<file path="config.mk">
export PLATFORM = sky130hd
export DESIGN_NAME = burst_read_seq
export DESIGN_NICKNAME = d
export VERILOG_FILES = /design/src/rtl/burst_seq_pkg.sv /design/src/rtl/burst_ctrl.sv /design/src/rtl/burst_rom.sv /design/src/rtl/burst_datapath.sv /design/src/rtl/burst_read_seq.sv
export SDC_FILE = /design/constraint.sdc
export NUM_CORES = 1
export LEC_CHECK = 0
export BUFFER_PORTS_ARGS = -buffer_cell sky130_fd_sc_hd__clkbuf_2
export CAP_MARGIN = 20
export CORE_ASPECT_RATIO = 0.7
export CORE_MARGIN = 3
export CORE_UTILIZATION = 50
export DETAILED_ROUTE_END_ITERATION = 6
export MAX_ROUTING_LAYER = met4
export PLACE_DENSITY = 0.76
export RECOVER_POWER = 100
export SYNTH_ARGS = -nofsm -noshare
export SYNTH_HDL_FRONTEND = slang
export SYNTH_HIERARCHICAL = 1
export SYNTH_SLANG_ARGS = --single-unit
</file>
<file path="constraint.sdc">
create_clock -name clk -period 5.9 [get_ports clk]
set_input_delay 1.475 -clock clk [delete_from_list [all_inputs] [get_ports clk]]
set_output_delay 1.475 -clock clk [all_outputs]
set_load 0.02 [all_outputs]
</file>
<file path="src/rtl/burst_seq_pkg.sv">
package burst_seq_pkg;

  localparam int LAT_CODE_W = 4;
  localparam int LAT_W      = 4;

  typedef enum logic [1:0] {
    S_IDLE   = 2'd0,
    S_WAIT   = 2'd1,
    S_STREAM = 2'd2
  } seqState_e;

  // strobes from control to datapath
  typedef struct packed {
    logic loadAddr;
    logic readEn;
  } seqStrobes_t;

  // codes 1..7 give code+2 clocks, everything else falls back to 3
  function automatic logic [LAT_W-1:0] decodeLatency(input logic [LAT_CODE_W-1:0] code);
    if (code >= 4'd1 && code <= 4'd7) begin
      return code + 4'd2;
    end
    return 4'd3;
  endfunction

endpackage

</file>
<file path="src/rtl/burst_ctrl.sv">
module burst_ctrl
  import burst_seq_pkg::*;
(
  input  logic                  clk,
  input  logic                  rstN,
  input  logic                  ceN,
  input  logic                  advN,
  input  logic [LAT_CODE_W-1:0] latCode,
  output seqStrobes_t           strobes
);

  seqState_e        state;
  logic [LAT_W-1:0] waitCnt;
  logic [LAT_W-1:0] latNow;
  logic             advPrev;
  logic             startNow;

  assign latNow   = decodeLatency(latCode);
  // first edge with the strobe low after it was seen high
  assign startNow = !ceN && !advN && advPrev;

  always_ff @(posedge clk or negedge rstN) begin
    if (!rstN) begin
      state   <= S_IDLE;
      waitCnt <= '0;
      advPrev <= 1'b1;
    end else begin
      advPrev <= advN;
      if (startNow) begin
        state   <= S_WAIT;
        waitCnt <= latNow - LAT_W'(1);
      end else if (ceN) begin
        state   <= S_IDLE;
      end else begin
        unique case (state)
          S_WAIT: begin
            if (waitCnt == LAT_W'(1)) begin
              state <= S_STREAM;
            end else begin
              waitCnt <= waitCnt - LAT_W'(1);
            end
          end
          S_STREAM: state <= S_STREAM;
          default:  state <= S_IDLE;
        endcase
      end
    end
  end

  always_comb begin
    strobes.loadAddr = startNow;
    strobes.readEn   = (state == S_STREAM) && !ceN && !startNow;
  end

  // ---- checking aids: independent edge count since the last start ----
  logic [LAT_W:0]   chkElapsed;
  logic [LAT_W-1:0] chkLat;

  always_ff @(posedge clk or negedge rstN) begin
    if (!rstN) begin
      chkElapsed <= '0;
      chkLat     <= 4'd3;
    end else if (startNow) begin
      chkElapsed <= '0;
      chkLat     <= latNow;
    end else if (chkElapsed != '1) begin
      chkElapsed <= chkElapsed + 1'b1;
    end
  end

  // a start edge always enters the wait phase
  p_start_wait_r2: assert property (@(posedge clk) disable iff (!rstN)
    startNow |=> (state == S_WAIT));

  // no read is issued while waiting
  p_wait_quiet_r3: assert property (@(posedge clk) disable iff (!rstN)
    (state == S_WAIT) |-> !strobes.readEn);

  // the data phase opens L-1 edges after the start edge
  p_latency_r3: assert property (@(posedge clk) disable iff (!rstN)
    ((state == S_STREAM) && ($past(state) == S_WAIT))
      |-> (chkElapsed == ({1'b0, chkLat} - 1'b1)));

endmodule

</file>
<file path="src/rtl/burst_rom.sv">
module burst_rom #(
  parameter int ADDR_W = 8,
  parameter int DATA_W = 32
) (
  input  logic              clk,
  input  logic              rstN,
  input  logic              rdEn,
  input  logic [ADDR_W-1:0] rdAddr,
  output logic [DATA_W-1:0] rdData
);

  localparam int LANES = DATA_W / 8;
  localparam logic [DATA_W-1:0] SPREAD = {LANES{8'h01}};
  localparam logic [DATA_W-1:0] SALT   = {(DATA_W / 16){16'hC35A}};

  // content is a pure function of the address, no storage needed
  function automatic logic [DATA_W-1:0] contentAt(input logic [ADDR_W-1:0] a);
    return (DATA_W'(a) * SPREAD) ^ SALT;
  endfunction

  always_ff @(posedge clk or negedge rstN) begin
    if (!rstN) begin
      rdData <= '0;
    end else if (rdEn) begin
      rdData <= contentAt(rdAddr);
    end
  end

endmodule

</file>
<file path="src/rtl/burst_datapath.sv">
module burst_datapath
  import burst_seq_pkg::*;
#(
  parameter int ADDR_W = 8,
  parameter int DATA_W = 32,
  parameter int WRAP_W = 2
) (
  input  logic              clk,
  input  logic              rstN,
  input  seqStrobes_t       strobes,
  input  logic [ADDR_W-1:0] addrIn,
  input  logic              indEarly,
  output logic              wordValid,
  output logic [DATA_W-1:0] wordData,
  output logic              indHit
);

  localparam int UPPER_W = ADDR_W - WRAP_W;
  localparam logic [WRAP_W-1:0] OFF_LAST   = '1;
  localparam logic [WRAP_W-1:0] OFF_PENULT = OFF_LAST - WRAP_W'(1);

  logic [UPPER_W-1:0] upperAddr;
  logic [WRAP_W-1:0]  offset;
  logic [WRAP_W-1:0]  indTarget;

  assign indTarget = indEarly ? OFF_PENULT : OFF_LAST;

  always_ff @(posedge clk or negedge rstN) begin
    if (!rstN) begin
      upperAddr <= '0;
      offset    <= '0;
      wordValid <= 1'b0;
      indHit    <= 1'b0;
    end else begin
      wordValid <= strobes.readEn;
      indHit    <= strobes.readEn && (offset == indTarget);
      if (strobes.loadAddr) begin
        upperAddr <= addrIn[ADDR_W-1:WRAP_W];
        offset    <= addrIn[WRAP_W-1:0];
      end else if (strobes.readEn) begin
        offset    <= offset + WRAP_W'(1);
      end
    end
  end

  burst_rom #(
    .ADDR_W(ADDR_W),
    .DATA_W(DATA_W)
  ) u_rom (
    .clk    (clk),
    .rstN   (rstN),
    .rdEn   (strobes.readEn),
    .rdAddr ({upperAddr, offset}),
    .rdData (wordData)
  );

  // consecutive reads step the wrapped offset by one
  p_offset_step_r5: assert property (@(posedge clk) disable iff (!rstN)
    (strobes.readEn && $past(strobes.readEn) && !$past(strobes.loadAddr))
      |-> (offset == WRAP_W'($past(offset) + WRAP_W'(1))));

  // the upper address moves only on a load
  p_upper_hold_r5: assert property (@(posedge clk) disable iff (!rstN)
    !$past(strobes.loadAddr) |-> $stable(upperAddr));

  // the indicator never lasts two cycles
  p_ind_pulse_r7: assert property (@(posedge clk) disable iff (!rstN)
    indHit |=> !indHit);

endmodule

</file>
<file path="src/rtl/burst_read_seq.sv">
module burst_read_seq
  import burst_seq_pkg::*;
#(
  parameter int ADDR_W = 8,
  parameter int DATA_W = 32,
  parameter int WRAP_W = 2
) (
  input  logic              clk,
  input  logic              rstN,
  input  logic              ceN,
  input  logic              oeN,
  input  logic              advN,
  input  logic [ADDR_W-1:0] addr,
  input  logic [3:0]        latCode,
  input  logic              indEarly,
  output logic [DATA_W-1:0] dataOut,
  output logic              dataValid,
  output logic              indN
);

  seqStrobes_t       strobes;
  logic              wordValid;
  logic [DATA_W-1:0] wordData;
  logic              indHit;

  burst_ctrl u_ctrl (
    .clk     (clk),
    .rstN    (rstN),
    .ceN     (ceN),
    .advN    (advN),
    .latCode (latCode),
    .strobes (strobes)
  );

  burst_datapath #(
    .ADDR_W(ADDR_W),
    .DATA_W(DATA_W),
    .WRAP_W(WRAP_W)
  ) u_dp (
    .clk       (clk),
    .rstN      (rstN),
    .strobes   (strobes),
    .addrIn    (addr),
    .indEarly  (indEarly),
    .wordValid (wordValid),
    .wordData  (wordData),
    .indHit    (indHit)
  );

  assign dataValid = wordValid && !ceN && !oeN;
  assign dataOut   = dataValid ? wordData : '0;
  assign indN      = !(indHit && !ceN);

  // chip enable high at an edge empties the read path
  p_abort_clears_r9: assert property (@(posedge clk) disable iff (!rstN)
    ceN |=> !wordValid);

  // a start edge drops any word of the previous burst
  p_restart_flush_r10: assert property (@(posedge clk) disable iff (!rstN)
    strobes.loadAddr |=> !wordValid);

endmodule

</file>
==> flow_metrics.env <==
export IMPL_cts_root_buf="clkbuf_8"
export IMPL_tritoncts="yes"
export IMPL_gp_congestion=0.8397
export IMPL_die_area_um2=4751
export IMPL_r2r_start="u_ctrl/advPrev"
export IMPL_seq_area_um2=726.9
export IMPL_seq_area_frac_synth_pct=36.82
export IMPL_core_area_um2=3649
export IMPL_drc=0
export IMPL_ys_ff_latch=29
export IMPL_yosys_area_share_xor_xnor_pct=1.774
export IMPL_drt_iter0_drc=77
export IMPL_slew_headroom_pct=-0.4343
export IMPL_seq_power_share_pct=50.4
export IMPL_synth_fa_ha_area_share_pct=3.802
export IMPL_placementRows=18
export IMPL_cp_max_fo=39
export IMPL_die_x_um=81.11
export IMPL_drv_slew=29
export IMPL_syn_avg_cell_area_um2=11.41
export IMPL_stdcell_count=252
export IMPL_totalWireLength_um=3957
export IMPL_synth_top_area_share_pct=35.49
export IMPL_grt_pass1_wl_um=6230
export IMPL_vias=1344
export IMPL_nFillCells=350
export IMPL_yosys_most_used_dff="dfrtp_1"
export IMPL_synth_compound_area_share_pct=4.119
export IMPL_crit_required_ns=6.05
export IMPL_clkSlewWorstSetupHoldPaths_ns=0.06
export IMPL_clockBufferDepth=2
export IMPL_r2r_end="u_dp/u_rom/rdData[27]"
export IMPL_grt_usage_pct=17.59
export IMPL_r2r_cells=5
export IMPL_ctsHoldBuffers=0
export IMPL_tightest_slew_ns=1.507
export IMPL_crit_type="in2reg"
export IMPL_grt_max_degree=40
export IMPL_grt_pass1_vias=1293
export IMPL_p_int_w=0.0004496
export IMPL_area_delta_synth_final_pct=5.957
export IMPL_finalCritPeriodShare_pct=75.40
export IMPL_grt_antenna_before_repair=0
export IMPL_rsz0062_at_grt="no"
export IMPL_postCtsSetupBuffers=0
export IMPL_dp_hpwl_um=2870
export IMPL_cts_sinks=29
export IMPL_arrival_ns=4.60
export IMPL_p_sw_share_pct=30.63
export IMPL_synth_top_cell_by_area="dfrtp_1"
export IMPL_endpoint_kind="flop"
export IMPL_synth_edf_count=0
export IMPL_netlist_instances=173
export IMPL_drive_above_1_share_pct=27.72
export IMPL_skew_ns=0.006600
export IMPL_violations="capacitance limit, slew limit"
export IMPL_hold_viol=0
export IMPL_synth_most_common_cell="dfrtp_1"
export IMPL_cts_max_level=2
export IMPL_synthSimpleGateAreaFrac_pct=26.68
export IMPL_tns_ns=0
export IMPL_hp_start="u_dp/upperAddr[4]"
export IMPL_cts_resized=0
export IMPL_nets=225
export IMPL_clk_latency_ns=0.28
export IMPL_fmax_mhz=224.8
export IMPL_p_leak_nw=0.8721
export IMPL_grt_overflow=0
export IMPL_drtPass1Iterations=4
export IMPL_synthTopCellsByCount="dfrtp_1 (28), buf_4 (22), and4bb_2 (17), nor4bb_1 (15), mux2_2 (12)"
export IMPL_async_flop_share_pct=100.0
export IMPL_yosys_mux_area_fraction_pct=13.18
export IMPL_multi_input_area_um2=939.7
export IMPL_start_kind="input pin"
export IMPL_dp_cells=244
export IMPL_synth_cell_types=34
export IMPL_synthesis_nets=197
export IMPL_routedWlPerCell_um=15.70
export IMPL_peakVddDrop_uv=196.9
export IMPL_hold_path_class="reg2reg"
export IMPL_initial_core_util_pct=54.12
export IMPL_p_switching_w=0.0001986
export IMPL_clkPwrFrac_pct=27.5
export IMPL_final_util_pct=57.34
export IMPL_yosysWarnings=6
export IMPL_syn_cell_area_um2=1974
export IMPL_diodes=0
export IMPL_whs_path_depth=1
export IMPL_comb_power_share_pct=22.1
export IMPL_port_buffer_count=51
export IMPL_synth_top_family_by_area="simple AND/OR/NAND/NOR gates"
export IMPL_whs_endpoint="u_dp/u_rom/rdData[30]"
export IMPL_p_per_area_nw_per_um2=309.9
export IMPL_status="finished with violations"
export IMPL_cts_buffers=5
export IMPL_cap_violations=1
export IMPL_die_h_um=58.58
export IMPL_period_minus_slack_ns=4.449
export IMPL_vias_per_cell=5.333
export IMPL_ant_nets=0
export IMPL_synthTopCellsByArea="dfrtp_1 (35%), and4bb_2 (11%), buf_4 (8.4%)"
export IMPL_io_pins=52
export IMPL_rrSetupSlack_ns=3.24
export IMPL_setup_violations=0
==> flip-flops by register name, summed over array words and instances (netlist names) <==
register and count:
u_dp/u_rom/rdData 12, u_ctrl/waitCnt 4, u_dp/offset 2, u_dp/upperAddr 6
u_dp/wordValid 1, u_ctrl/state 2, u_ctrl/advPrev 1, u_dp/indHit 1
==> power by group through the flow <==
stage | Sequential (W) | Clock, W | Combinational, W
after floorplan | 0.000306 | 0 | 0.000212
after global placement | 0.000323 | 0 | 0.000147
after detailed placement | 0.000330 | 0 | 0.000157
after CTS | 0.000327 | 0.000181 | 0.000158
after global routing | 0.000338 | 0.000189 | 0.000160
final | 0.000327 | 0.000178 | 0.000143
==> area by class of cell <==
class                   instances  area share (%)
repair buffers                 53           10.53
inverters                      11           1.974
well taps                      50           2.990
clock inverters                 1          0.2392
flip-flops and latches         29           34.75
clock buffers                   7           4.605
multi-input cells             101           44.92
==> placed cells by master, fill, tap and decap left out, drive strengths merged <==
cell | Yosys | final
clkinv | 0 | 1
clkbuf | 0 | 59
xnor2 | 3 | 3
nor3 | 2 | 2
xor2 | 1 | 1
nor2b | 3 | 3
nor3b | 4 | 4
o21ai | 3 | 3
nand2 | 3 | 3
buf | 32 | 1
and3b | 1 | 1
nor4bb | 15 | 15
a21oi | 4 | 4
a31oi | 2 | 2
nor2 | 6 | 6
ha | 6 | 6
mux2i | 8 | 8
and4bb | 18 | 18
nor4 | 1 | 1
and3 | 1 | 1
mux2 | 15 | 15
a21o | 1 | 1
dfstp | 1 | 1
dfrtp | 28 | 28
nor4b | 1 | 1
nand2b | 2 | 2
a221o | 1 | 1
inv | 11 | 11
==> routing by layer <==
layer  global-route usage (%)  vias up  wire length (um)  share of wire, %
li1                         -      655                 -                 -
met1                    23.56      645              1877                47
met2                    26.78       39              1757                44
met3                    3.670        5               275               6.9
met4                    5.783        0                46               1.2
met5                        -        -                 0                 0
==> cells by family after synthesis <==
| kind of cell | count (synthesis) |
|---|---|
| AO/OA/AOI/OAI | 11 |
| XOR/XNOR | 4 |
| adder cells (fa/ha/maj) | 6 |
| buffers and inverters | 43 |
| flip-flops | 29 |
| multiplexers | 23 |
| AND/OR/NAND/NOR | 57 |
==> metrics by stage <==
| step | total power (W) | area, um2 | hold slack (ns) | worst slack (ns) |
|---|---|---|---|---|
| after floorplan | 0.0005180 | 1974 | 0.4219 | 2.076 |
| after global placement | 0.0004704 | 2085 | 0.4355 | 1.848 |
| after detailed placement | 0.0004871 | 2085 | 0.4478 | 1.879 |
| after CTS | 0.0006658 | 2186 | 0.4559 | 1.882 |
| after global routing | 0.0006869 | 2092 | 0.4785 | 1.074 |
| final | 0.0006482 | 2092 | 0.4439 | 1.451 |
==> worst max-delay path by stage <==
stage	end	from	slack, ns	depth (start not counted)
2_1_floorplan	dataOut[22]	oeN	2.08	2
3_3_place_gp	dataOut[23]	ceN	1.85	3
3_5_place_dp	dataOut[23]	ceN	1.88	3
4_1_cts	dataOut[23]	ceN	1.88	3
5_1_grt	u_dp/u_rom/rdData[27]	ceN	1.07	6
6_report	u_dp/u_rom/rdData[27]	ceN	1.45	6
==> critical path, stage by stage <==
cell and delay [ns]:
clkbuf_1 0.96, nor3b_1 0.10, clkbuf_1 0.44, nor3b_1 0.91, buf_4 0.34, mux2_1 0.36
(Power assumes the default switching activity.)
